File: src/rtl/lsm_pkg.sv
package lsm_pkg;
  typedef enum logic [2:0] {
    ST_IDLE,
    ST_BASE,
    ST_PREP,
    ST_LAUNCH,
    ST_REQ,
    ST_WB,
    ST_DONE
  } seq_state_e;
endpackage

File: src/rtl/lsm_addr_gen.sv
module lsm_addr_gen #(
  parameter int NREG       = 16,
  parameter int DW         = 32,
  parameter int WORD_BYTES = 4
) (
  input  logic [DW-1:0]   base,
  input  logic [NREG-1:0] sel,
  input  logic            dec,
  output logic [DW-1:0]   lowest,
  output logic [DW-1:0]   new_base,
  output logic            empty
);
  localparam int CW = $clog2(NREG + 1);

  logic [CW-1:0] cnt;
  logic [DW-1:0] span;

  always_comb begin
    cnt = '0;
    for (int i = 0; i < NREG; i++) begin
      cnt = cnt + CW'(sel[i]);
    end
  end

  assign span     = DW'(cnt) * DW'(WORD_BYTES);
  assign empty    = (cnt == '0);
  assign lowest   = dec ? (base - span) : base;
  assign new_base = dec ? (base - span) : (base + span);
endmodule

File: src/rtl/lsm_pick.sv
module lsm_pick #(
  parameter int NREG = 16,
  localparam int IW  = $clog2(NREG)
) (
  input  logic [NREG-1:0] rem,
  output logic [IW-1:0]   idx,
  output logic [NREG-1:0] onehot
);
  always_comb begin
    idx = '0;
    for (int i = NREG - 1; i >= 0; i--) begin
      if (rem[i]) idx = IW'(i);
    end
    onehot      = '0;
    onehot[idx] = |rem;
  end
endmodule

File: src/rtl/lsm_limit.sv
module lsm_limit #(
  parameter int NREG   = 16,
  parameter int DW     = 32,
  parameter int SP_IDX = 13,
  localparam int IW    = $clog2(NREG)
) (
  input  logic          en,
  input  logic [IW-1:0] base_idx,
  input  logic          wback,
  input  logic [DW-1:0] lowest,
  input  logic [DW-1:0] limit,
  output logic          viol
);
  logic applies;
  assign applies = en && wback && (base_idx == IW'(SP_IDX));
  assign viol    = applies && (lowest < limit);
endmodule

File: src/rtl/ldstm_seq.sv
module ldstm_seq #(
  parameter int NREG       = 16,
  parameter int DW         = 32,
  parameter int WORD_BYTES = 4,
  parameter int SP_IDX     = 13,
  localparam int IW        = $clog2(NREG)
) (
  input  logic            clk,
  input  logic            rst,
  input  logic            cmd_valid,
  output logic            cmd_ready,
  input  logic [IW-1:0]   cmd_base_idx,
  input  logic [NREG-1:0] cmd_reg_list,
  input  logic            cmd_dec_before,
  input  logic            cmd_wback,
  input  logic            cmd_load,
  input  logic            stk_chk_en,
  input  logic [DW-1:0]   stk_limit,
  output logic [IW-1:0]   rf_raddr,
  input  logic [DW-1:0]   rf_rdata,
  output logic            rf_we,
  output logic [IW-1:0]   rf_waddr,
  output logic [DW-1:0]   rf_wdata,
  output logic            mem_valid,
  input  logic            mem_ready,
  output logic            mem_we,
  output logic [DW-1:0]   mem_addr,
  output logic [DW-1:0]   mem_wdata,
  input  logic [DW-1:0]   mem_rdata,
  output logic            fault,
  output logic            done
);
  import lsm_pkg::*;

  seq_state_e      state_q;
  logic [IW-1:0]   base_idx_q;
  logic [NREG-1:0] list_q;
  logic [NREG-1:0] rem_q;
  logic            dec_q;
  logic            wb_q;
  logic            load_q;
  logic [DW-1:0]   addr_q;
  logic [DW-1:0]   newbase_q;
  logic [IW-1:0]   cur_q;
  logic [DW-1:0]   ldbase_q;
  logic            ldbase_hit_q;

  logic [DW-1:0]   ag_lowest;
  logic [DW-1:0]   ag_new_base;
  logic            ag_empty;
  logic            lim_viol;
  logic [IW-1:0]   pick_idx;
  logic [NREG-1:0] pick_onehot;

  // Base value is on rf_rdata while in ST_BASE (rf_raddr holds base index).
  lsm_addr_gen #(.NREG(NREG), .DW(DW), .WORD_BYTES(WORD_BYTES)) u_addr (
    .base     (rf_rdata),
    .sel      (list_q),
    .dec      (dec_q),
    .lowest   (ag_lowest),
    .new_base (ag_new_base),
    .empty    (ag_empty)
  );

  lsm_limit #(.NREG(NREG), .DW(DW), .SP_IDX(SP_IDX)) u_limit (
    .en       (stk_chk_en),
    .base_idx (base_idx_q),
    .wback    (wb_q),
    .lowest   (ag_lowest),
    .limit    (stk_limit),
    .viol     (lim_viol)
  );

  lsm_pick #(.NREG(NREG)) u_pick (
    .rem    (rem_q),
    .idx    (pick_idx),
    .onehot (pick_onehot)
  );

  assign cmd_ready = (state_q == ST_IDLE);

  always_ff @(posedge clk) begin
    if (rst) begin
      state_q      <= ST_IDLE;
      base_idx_q   <= '0;
      list_q       <= '0;
      rem_q        <= '0;
      dec_q        <= 1'b0;
      wb_q         <= 1'b0;
      load_q       <= 1'b0;
      addr_q       <= '0;
      newbase_q    <= '0;
      cur_q        <= '0;
      ldbase_q     <= '0;
      ldbase_hit_q <= 1'b0;
      rf_raddr     <= '0;
      rf_we        <= 1'b0;
      rf_waddr     <= '0;
      rf_wdata     <= '0;
      mem_valid    <= 1'b0;
      mem_we       <= 1'b0;
      mem_addr     <= '0;
      mem_wdata    <= '0;
      fault        <= 1'b0;
      done         <= 1'b0;
    end else begin
      rf_we <= 1'b0;
      fault <= 1'b0;
      done  <= 1'b0;
      unique case (state_q)
        ST_IDLE: begin
          if (cmd_valid) begin
            base_idx_q   <= cmd_base_idx;
            list_q       <= cmd_reg_list;
            dec_q        <= cmd_dec_before;
            wb_q         <= cmd_wback;
            load_q       <= cmd_load;
            ldbase_hit_q <= 1'b0;
            rf_raddr     <= cmd_base_idx;
            state_q      <= ST_BASE;
          end
        end
        ST_BASE: begin
          addr_q    <= ag_lowest;
          newbase_q <= ag_new_base;
          rem_q     <= list_q;
          if (lim_viol) begin
            fault   <= 1'b1;
            state_q <= ST_DONE;
          end else if (ag_empty) begin
            state_q <= ST_DONE;
          end else begin
            state_q <= ST_PREP;
          end
        end
        ST_PREP: begin
          rf_raddr <= pick_idx;
          cur_q    <= pick_idx;
          rem_q    <= rem_q & ~pick_onehot;
          state_q  <= ST_LAUNCH;
        end
        ST_LAUNCH: begin
          mem_valid <= 1'b1;
          mem_we    <= !load_q;
          mem_addr  <= addr_q;
          mem_wdata <= load_q ? '0 : rf_rdata;
          state_q   <= ST_REQ;
        end
        ST_REQ: begin
          if (mem_ready) begin
            mem_valid <= 1'b0;
            addr_q    <= addr_q + DW'(WORD_BYTES);
            if (load_q) begin
              if (cur_q == base_idx_q) begin
                ldbase_q     <= mem_rdata;
                ldbase_hit_q <= 1'b1;
              end else begin
                rf_we    <= 1'b1;
                rf_waddr <= cur_q;
                rf_wdata <= mem_rdata;
              end
            end
            state_q <= (rem_q == '0) ? ST_WB : ST_PREP;
          end
        end
        ST_WB: begin
          if (wb_q) begin
            rf_we    <= 1'b1;
            rf_waddr <= base_idx_q;
            rf_wdata <= newbase_q;
          end else if (ldbase_hit_q) begin
            rf_we    <= 1'b1;
            rf_waddr <= base_idx_q;
            rf_wdata <= ldbase_q;
          end
          state_q <= ST_DONE;
        end
        ST_DONE: begin
          done    <= 1'b1;
          state_q <= ST_IDLE;
        end
        default: state_q <= ST_IDLE;
      endcase
    end
  end
endmodule

File: config.mk
export PLATFORM = sky130hd
export DESIGN_NAME = ldstm_seq
export DESIGN_NICKNAME = d
export VERILOG_FILES = /design/src/rtl/lsm_pkg.sv /design/src/rtl/lsm_addr_gen.sv /design/src/rtl/lsm_pick.sv /design/src/rtl/lsm_limit.sv /design/src/rtl/ldstm_seq.sv
export SDC_FILE = /design/constraint.sdc
export NUM_CORES = 1
export LEC_CHECK = 0
export CORE_ASPECT_RATIO = 1.25
export CORE_UTILIZATION = 45
export DETAILED_ROUTE_END_ITERATION = 10
export DONT_BUFFER_PORTS = 1
export MAX_ROUTING_LAYER = met4
export PLACE_DENSITY_LB_ADDON = 0.3
export SLEW_MARGIN = 20
export SYNTH_ARGS = -nofsm -noshare
export SYNTH_HDL_FRONTEND = slang
export SYNTH_SLANG_ARGS = --single-unit
File: constraint.sdc
create_clock -name clk -period 9.5 [get_ports clk]
set_input_delay 0.95 -clock clk [delete_from_list [all_inputs] [get_ports clk]]
set_output_delay 0.95 -clock clk [all_outputs]
set_load 0.005 [all_outputs]
* After elaboration in Yosys (flattened, before gate mapping) *
Index checks and enable logic that the tools add are counted.
Widths: inputs -> output; s select.

word-level totals
  register bits after elaboration = 252

cells by class
  bitwise gates (word level) = 4
  equality and inequality tests = 14
  $lt $le $gt $ge = 3
  reduce and logical (&&, ||, !) cells = 24
  add/sub/neg operators = 18
  muxes and demuxes = 59

operator list
  kind                   number
  $mux 32                9
  $pmux 32 s2            2
  $mux 4                 22
  $add 5x1->5            14
  $add 32x3->32 const B  1
  $add 32x7->32          1
  $and 16x16->16         2
  $lt 32x32->1           1
  $pmux 16 s2            1
  $sub 32x7->32          1
  $pmux 3 s6             1
  $logic_not 16->1       1
  $not 16->16            1
  $pmux 4 s2             2
  $reduce_or 16->1       1
  $mux 3                 5
  $mux 1                 13
  $reduce_bool 2->1      6
  $ne 2x2->1 const B     5
  $reduce_and 2->1       5
  $reduce_and 5->1       2
  $eq 3x3->1 const B     3
  $eq 3x2->1 const B     2
  $pmux 1 s2             3
  15 further kinds       18

* Depth between registers and ports, before layout *
Gate-level depths: netlist of the first run.

  depth after elaboration = 24
  gate-level depth with buffers = 28

* By module *
From an unflattened synthesis of the first run, not the netlist that was laid out.

second synthesis, totals
  cells, all modules = 1821
  area, all modules = 13980.9 um2

modules (own cells, without submodules)
  module        cells an instance  times used  area each (um2)
  ldstm_seq     1350               1           10674.0
  lsm_addr_gen  302                1           2135.8
  lsm_limit     111                1           793.3
  lsm_pick      58                 1           377.9

* Worst setup path before layout of the first run *
Ideal clock, no wire load.

  path kind = register -> register
  start point = reg list_q[0]
  end point = reg state_q[2]
  arrival = 6849 ps
  cell stages (with the launch flop) = 24
  period minus slack after synthesis = 6980 ps
  setup slack = 2520 ps
  cell sequence = dfxtp_1 -> ha_1 -> inv_1 -> fa_1 -> fa_1 -> fa_1 -> fa_1 -> fa_1 -> fa_1 -> nor2b_1 -> o21a_1 -> inv_1 -> ha_1 -> or3b_2 -> or4_4 -> buf_6 -> nor4_4 -> a21boi_0 -> or2_2 -> ha_1 -> nand4_1 -> or4_1 -> o2111ai_1 -> a31oi_1

between the ends
  word-level cells in the longest chain between the ends = 21
  elaborated cells on any way between the ends = 23

ends and longest elaborated chain
  element                       RTL line            source
  from (decl)                   ldstm_seq.sv:37     logic [NREG-1:0] list_q;
  from (signal assigned)        ldstm_seq.sv:114    list_q <= cmd_reg_list;
  $add 1x1->2 *                 lsm_addr_gen.sv:21  cnt = cnt + CW'(sel[i]);
  $add 5x1->5 * (14 in series)  lsm_addr_gen.sv:21
  $sub 32x7->32                 lsm_addr_gen.sv:27  assign lowest = dec ? (base - span) : base;
  $mux 32                       lsm_addr_gen.sv:27
  $lt 32x32->1                  lsm_limit.sv:16     assign viol = applies && (lowest < limit);
  $logic_and 1x1->1             lsm_limit.sv:16
  $mux 3 *                      ldstm_seq.sv:127    if (lim_viol) begin
  $pmux 3 s6 *                  ldstm_seq.sv:110    unique case (state_q)
  to (signal assigned)          ldstm_seq.sv:163    state_q <= (rem_q == '0) ? ST_WB : ST_PREP;
  to (decl)                     ldstm_seq.sv:35     seq_state_e state_q;

Mark *: on every way between the ends. The rest lies on a longest branch, timed or not.
A chain may end at the register's enable or synchronous reset.

* Worst setup path after layout of the first run *
Ends and elaborated chain as after synthesis.

==> impl_metrics.py, run 1 <==
metrics = {
    "timing": {
        "worst_pin_slew_ns": 1.11,
        "fmax_ghz": 0.131,
        "setup_tns_ns": 0,
        "maxSlewViolCount": 0,
        "rsz0062_at_grt": "no",
        "period_needed_ns": 7.64,
        "slew-limit-headroom_pct": 25.9,
        "hold_viol": 0,
        "fin_ws_ns": 1.86,
        "setup_violations": 0,
        "fin_hold_ws_ns": 0.451,
        "fin_worst_skew_ns": 0.0218,
        "finalCritPeriodShare_pct": 80.4,
    },
    "floorplanning": {
        "fp-row-count": 70,
        "die_x_um": 158,
        "fp.coreArea_um2": 29500,
        "num_io_pins": 234,
        "die_area_um2": 31000,
        "start_util_pct": 46.2,
        "die_h_um": 197,
    },
    "finish": {
        "multi_input_area_um2": 7810,
        "layout_common_cells": "nand2_1, dfxtp_1, a21oi_1",
        "nets": 1857,
        "area_delta_synth_final_pct": 7.61,
        "layout_commonest_cell": "nand2_1",
        "drive_gt1_share_pct": 4.91,
        "n_fill_cell": 2908,
        "final_cells": 2087,
        "seqCellArea_um2": 5050,
    },
    "clocking": {
        "cts_buffer_depth": 3,
        "root_buffer": "clkbuf_16",
        "h-tree-depth": 1,
        "cts_num_sinks": 252,
        "numCtsBuffers": 27,
        "post-cts-setup-buffers": 0,
        "ctsHoldBuffers": 0,
        "ctsResizeCount": 0,
        "clk_pin_slew_ns": 0.06,
        "worstSkewPairLatency_ns": 0.56,
        "tritoncts": "done",
    },
    "setup_path": {
        "cpLargestDelayFamily": "adder cells",
        "cp-start-kind": "flop",
        "rrSetupSlack_ns": 1.86,
        "r2r_end": "state_q[2]$_SDFFE_PP0P_",
        "path_class": "flop to flop",
        "crit_path_start": "list_q[0]$_SDFFE_PP0P_",
        "critPathBufInv": 2,
        "cp_cell_sequence": "ha_1 -> inv_1 -> fa_1 -> fa_1 -> fa_1 -> fa_1 -> fa_1 -> fa_1 -> nor2b_1 -> o21a_1 -> inv_1 -> ha_1 -> or3b_2 -> or4_4 -> nor4_4 -> a21boi_0 -> or2_2 -> ha_1 -> nand4_1 -> or4_1 -> o2111ai_1 -> a31oi_1",
        "worst-path-stages": 22,
        "critPathCaptureType": "flop",
        "cpPeakStageDelay_ns": 0.57,
        "path_common_cell": "fa_1",
        "reg2regPathDepth": 22,
        "cp.arrival_ns": 8.08,
        "required_ns": 9.94,
        "crit_path_top_delay_cell": "or3b_2",
        "reg2reg_from": "list_q[0]$_SDFFE_PP0P_",
        "cp_max_fo": 11,
    },
    "place": {
        "post-dp-hpwl_um": 31300,
        "dp.cells": 2041,
        "gp_congestion": 0.955,
        "place_ws_ns": 1.90,
        "io_buffers": 0,
    },
    "routing": {
        "wl_um": 42800,
        "ant_nets": 0,
        "drt_iter0_drc": 1032,
        "drcViolationCount": 0,
        "route.vias.total": 12400,
        "via_per_inst": 5.93,
        "dr.pass1.iters": 7,
        "wl_per_cell_um": 20.5,
    },
    "power_and_ir_drop": {
        "power.density_nw_per_um2": 290,
        "leakagePower_nw": 5.12,
        "peakVddDrop_mv": 0.229,
    },
    "yosys": {
        "async_reset_ff_share_pct": 0,
        "syn_avg_cell_area_um2": 7.71,
        "ys_seq_elements": 252,
        "synth_ff_type": "dfxtp_1",
        "synth-edff-count": 0,
        "netlist_instances": 1771,
        "synth.cell_area_um2": 13600,
        "ys.warnings.count": 0,
        "syn_nets": 1954,
        "synth_cell_type_count": 72,
        "yosysSeqAreaShare_pct": 37.0,
    },
    "global_route": {
        "antenna_found_initial": 0,
        "grt_pass1_wl_um": 64700,
        "grt.total_usage_pct": 27.8,
        "grt_pass1_vias": 11400,
        "gr-total-overflow": 0,
        "grt_max_degree": 253,
    },
    "status": {
        "status": "complete, no violations",
    },
    "min_path": {
        "min_from": "newbase_q[23]$_SDFFE_PP0P_",
        "hold_class": "flop to flop",
        "hold_end": "newbase_q[23]$_SDFFE_PP0P_",
        "holdPathStages": 2,
    },
    "flow_run": {
        "maxCapViolCount": 0,
    },
}
[layout make-up]
type | count | share of cell area (%)
clock inverter | 9 | 1.46
inverter | 72 | 1.84
timing repair buffer | 13 | 0.665
multi-input combinational | 1308 | 53.2
clock buffer | 36 | 5.10
sequential | 252 | 34.4
tap | 396 | 3.37
antenna | 1 | 0.0170
[routing by layer]
layer	share of wire [%]	global-route usage, %	up-vias
met1	40	32.5	5819
met4	4.1	12.0	0
met3	8.8	6.07	90
met2	47	45.4	480
met5	0	-	-
li1	-	-	5980
[synth_stat cells (7+ instances only)]
cell | instances | share of area, %
and3_1 | 8 | 0.37
a221oi_1 | 7 | 0.45
buf_1 | 8 | 0.22
nand3b_1 | 38 | 2.1
a21oi_1 | 229 | 8.4
nor2_1 | 150 | 4.1
nor3_1 | 43 | 1.6
nand3_1 | 36 | 1.3
or4_1 | 13 | 0.72
ha_1 | 47 | 4.3
clkbuf_1 | 123 | 3.4
inv_1 | 72 | 2.0
xnor2_1 | 24 | 1.5
a31oi_1 | 25 | 1.1
or3_1 | 9 | 0.41
dfxtp_1 | 252 | 37
or2_2 | 7 | 0.32
a211oi_1 | 45 | 2.5
fa_1 | 12 | 1.8
nand4_1 | 17 | 0.78
xor2_1 | 27 | 1.7
a21o_1 | 14 | 0.77
mux2i_1 | 48 | 3.5
nor4_1 | 18 | 0.83
o21a_1 | 9 | 0.50
o21ai_0 | 47 | 1.7
nand2_1 | 309 | 8.5
nand2b_1 | 12 | 0.55
nor3b_1 | 7 | 0.39
[per-stage QoR]
stage                     power, W  utilization [%]  area [µm²]
after global routing       0.00451             49.7       14700
after CTS                  0.00425             49.7       14700
final                      0.00426             49.8       14700
after floorplan            0.00261                -       13600
after global placement     0.00307             46.5       13700
after detailed placement   0.00310             46.5       13700
[registers in the layout, summed over array words and instances (netlist names), 3 cells and up]
| signal | cells |
|---|---|
| cur_q | 4 |
| mem_addr | 32 |
| addr_q | 32 |
| rem_q | 16 |
| rf_raddr | 4 |
| ldbase_q | 32 |
| base_idx_q | 4 |
| state_q | 3 |
| newbase_q | 32 |
| list_q | 16 |
| rf_wdata | 32 |
| rf_waddr | 4 |
| mem_wdata | 32 |
[worst min-delay path, stage by stage (launching register included)]
cell and delay [ns]:
dfxtp_1 0.32, nand2_1 0.04, o21ai_0 0.05
[where the power goes]
group	internal (W)	switching (W)	leakage [nW]	total, W
clock network	0.000715	0.000439	0.470	0.00115
logic	0.000585	0.00108	2.60	0.00166
registers	0.00123	0.000216	2.04	0.00144
total	0.00253	0.00173	5.12	0.00426
[how the worst max path moves through the flow]
| stage | slack, ns | endpoint |
|---|---|---|
| final | 1.86 | state_q[2]$_SDFFE_PP0P_ |
| after CTS | 1.91 | state_q[2]$_SDFFE_PP0P_ |
| after global routing | 1.49 | state_q[2]$_SDFFE_PP0P_ |
| after global placement | 2.04 | state_q[2]$_SDFFE_PP0P_ |
| after floorplan | 2.52 | state_q[2]$_SDFFE_PP0P_ |
| after detailed placement | 1.90 | state_q[2]$_SDFFE_PP0P_ |
[logic make-up (layout without fill, tap and decap cells)]
group,count (synthesis),after routing,synth area share (%)
other,0,1,0
buffers and inverters,211,130,6.08
AND/OR/NAND/NOR,706,706,24.5
flip-flops,252,252,37.0
AO/OA/AOI/OAI,443,443,19.5
XOR/XNOR,52,52,3.39
multiplexers,48,48,3.52
adder cells (fa/ha/maj),59,59,6.07
No activity file was read; power rests on OpenSTA's default activity.
==> inputs of run 2 (changes only) <==
Clock period 9.5 ns to 7 ns, I/O delays scaled along.
==> run 2 against run 1 <==
  * Worst hold slack lost 0.22 ns
  * Via count grew 1.3%
  * Die area is the same
  * Count of clock-buffer cells in the layout grew 1
  * Clock power grew 22%
  * Critical path type unchanged
  * Critical endpoint unchanged
  * Largest cell class unchanged
==> impl_metrics.py, run 2 (synthesized netlist as in run 1, its figures left out) <==
metrics = {
    "status": {
        "status": "complete, no violations",
    },
    "finish": {
        "layout_common_cells": "nand2_1, dfxtp_1, a21oi_1",
        "final_cells": 2124,
        "layout_commonest_cell": "nand2_1",
        "fin_util_pct": 50.8,
        "drive_gt1_share_pct": 8.05,
        "area_delta_synth_final_pct": 9.79,
        "final_area_um2": 15000,
        "nets": 1891,
    },
    "power_and_ir_drop": {
        "comb_power_share_pct": 40.8,
        "leakagePower_nw": 5.27,
        "p_sw_share_pct": 41.5,
        "p_clk_share_pct": 24.8,
        "power.density_nw_per_um2": 379,
        "intPower_w": 0.00332,
        "peakVddDrop_mv": 0.304,
        "seq_power_share_pct": 34.4,
        "power_switching_w": 0.00236,
    },
    "floorplanning": {
        "die_x_um": 158,
        "fp.coreArea_um2": 29500,
        "die_area_um2": 31000,
        "start_util_pct": 46.2,
        "num_io_pins": 234,
        "die_h_um": 197,
        "fp-row-count": 70,
    },
    "routing": {
        "wl_um": 43300,
        "ant_nets": 0,
        "dr.pass1.iters": 5,
        "drcViolationCount": 0,
        "drt_iter0_drc": 1090,
        "wl_per_cell_um": 20.4,
        "via_per_inst": 5.90,
        "route.vias.total": 12500,
    },
    "timing": {
        "fin_hold_ws_ns": 0.226,
        "fmax_ghz": 0.145,
        "finalCritPeriodShare_pct": 98.4,
        "setup_tns_ns": 0,
        "maxSlewViolCount": 0,
        "setup_violations": 0,
        "period_needed_ns": 6.89,
        "slew-limit-headroom_pct": 26.3,
        "worst_pin_slew_ns": 1.11,
        "fin_worst_skew_ns": 0.0243,
        "hold_viol": 0,
        "rsz0062_at_grt": "yes",
    },
    "place": {
        "io_buffers": 0,
        "gp_congestion": 0.933,
        "dp.cells": 2070,
        "post-dp-hpwl_um": 31800,
        "dpl_cell_area_um2": 13900,
    },
    "clocking": {
        "h-tree-depth": 1,
        "cts_buffer_depth": 3,
        "cts_num_sinks": 252,
        "tritoncts": "done",
        "numCtsBuffers": 26,
        "worstSkewPairLatency_ns": 0.56,
        "ctsHoldBuffers": 0,
        "clk_pin_slew_ns": 0.06,
        "root_buffer": "clkbuf_16",
    },
    "setup_path": {
        "path_class": "flop to flop",
        "cp_max_fo": 4,
        "critPathCaptureType": "flop",
        "cp-start-kind": "flop",
        "cp.arrival_ns": 7.32,
        "required_ns": 7.43,
    },
    "flow_run": {
        "maxCapViolCount": 0,
    },
    "global_route": {
        "gr-total-overflow": 0,
        "grt_max_degree": 253,
        "grt_pass1_wl_um": 65100,
        "grt.total_usage_pct": 28.0,
        "grt_pass1_vias": 11500,
        "antenna_found_initial": 2,
    },
    "min_path": {
        "hold_class": "input port to flop",
    },
}
==> run 2: cell count changes in the layout (fill, tap and decap cells not counted), sizes merged <==
cell      change
clkinvlp      +2
clkinv        +3
clkbuf        +1
inv           -1
buf          +35
bufinv        -4
diode         +1
==> run 2: power by group through the flow <==
stage / sequential [W] / clock, W / combinational, W
floorplan: 0.00183 / 0 / 0.00172
global placement: 0.00197 / 0 / 0.00223
detailed placement: 0.00197 / 0 / 0.00227
CTS: 0.00194 / 0.00143 / 0.00228
global route: 0.00198 / 0.00149 / 0.00255
finish: 0.00195 / 0.00140 / 0.00232
==> run 2: final timing paths <==
check | start | to | slack, ns | cells past startpoint
worst min register to register | ldbase_q[14]$_SDFFE_PP0P_ | ldbase_q[14]$_SDFFE_PP0P_ | 0.45 | 2
worst max-delay path | list_q[0]$_SDFFE_PP0P_ | state_q[2]$_SDFFE_PP0P_ | 0.11 | 23
worst max register to register | list_q[0]$_SDFFE_PP0P_ | state_q[2]$_SDFFE_PP0P_ | 0.11 | 23
worst min-delay path | rst | mem_wdata[20]$_SDFFE_PP0P_ | 0.23 | 1
==> run 2: critical path, cell delays in order (launching register included) <==
cell and delay (ns):
dfxtp_2 0.33, ha_4 0.26, inv_2 0.03, fa_1 0.50
fa_1 0.44, fa_1 0.54, fa_1 0.43, fa_2 0.37
fa_2 0.35, nor2b_1 0.12, o21a_1 0.14, inv_1 0.05
ha_2 0.17, or3b_4 0.38, or4_4 0.58, nor4_4 0.36
buf_4 0.21, nand2_4 0.06, xnor2_2 0.16, ha_1 0.30
nand4_1 0.13, or4_4 0.55, o2111ai_4 0.22, a31oi_1 0.10
==> run 2: routing by layer <==
metal / global-route usage [%] / vias to the layer above / wire length (µm)
li1: - / 6064 / -
met1: 32.8 / 5885 / 17300
met2: 46.4 / 485 / 20500
met3: 6.05 / 93 / 3820
met4: 10.9 / 0 / 1610
met5: - / - / 0
==> run 2: stage by stage <==
step / worst slack (ns) / power, W
6_report: 0.111 / 0.00567
3_5_place_dp: -0.104 / 0.00424
5_1_grt: -0.141 / 0.00602
3_3_place_gp: 0.0213 / 0.00420
2_1_floorplan: 0.0203 / 0.00355
4_1_cts: 0.0349 / 0.00565
==> run 2: area by class of cell <==
| cell class | count | area [µm²] |
|---|---|---|
| flip-flops and latches | 252 | 5050 |
| fillers | 2921 | 14500 |
| diodes | 2 | 5.00 |
| clock inverters | 9 | 111 |
| repair buffers | 48 | 360 |
| clock buffers | 37 | 752 |
| multi-input cells | 1308 | 7940 |
| inverters | 72 | 270 |
| well taps | 396 | 495 |
==> run 2: timing repair <==
action / CTS / global route
resized for setup: 5 / 23
hold endpoints to repair: 0 / 0
buffers inserted: 0 / 6
pin swaps: 2 / 13
endpoints found under the setup margin: 2 / 2
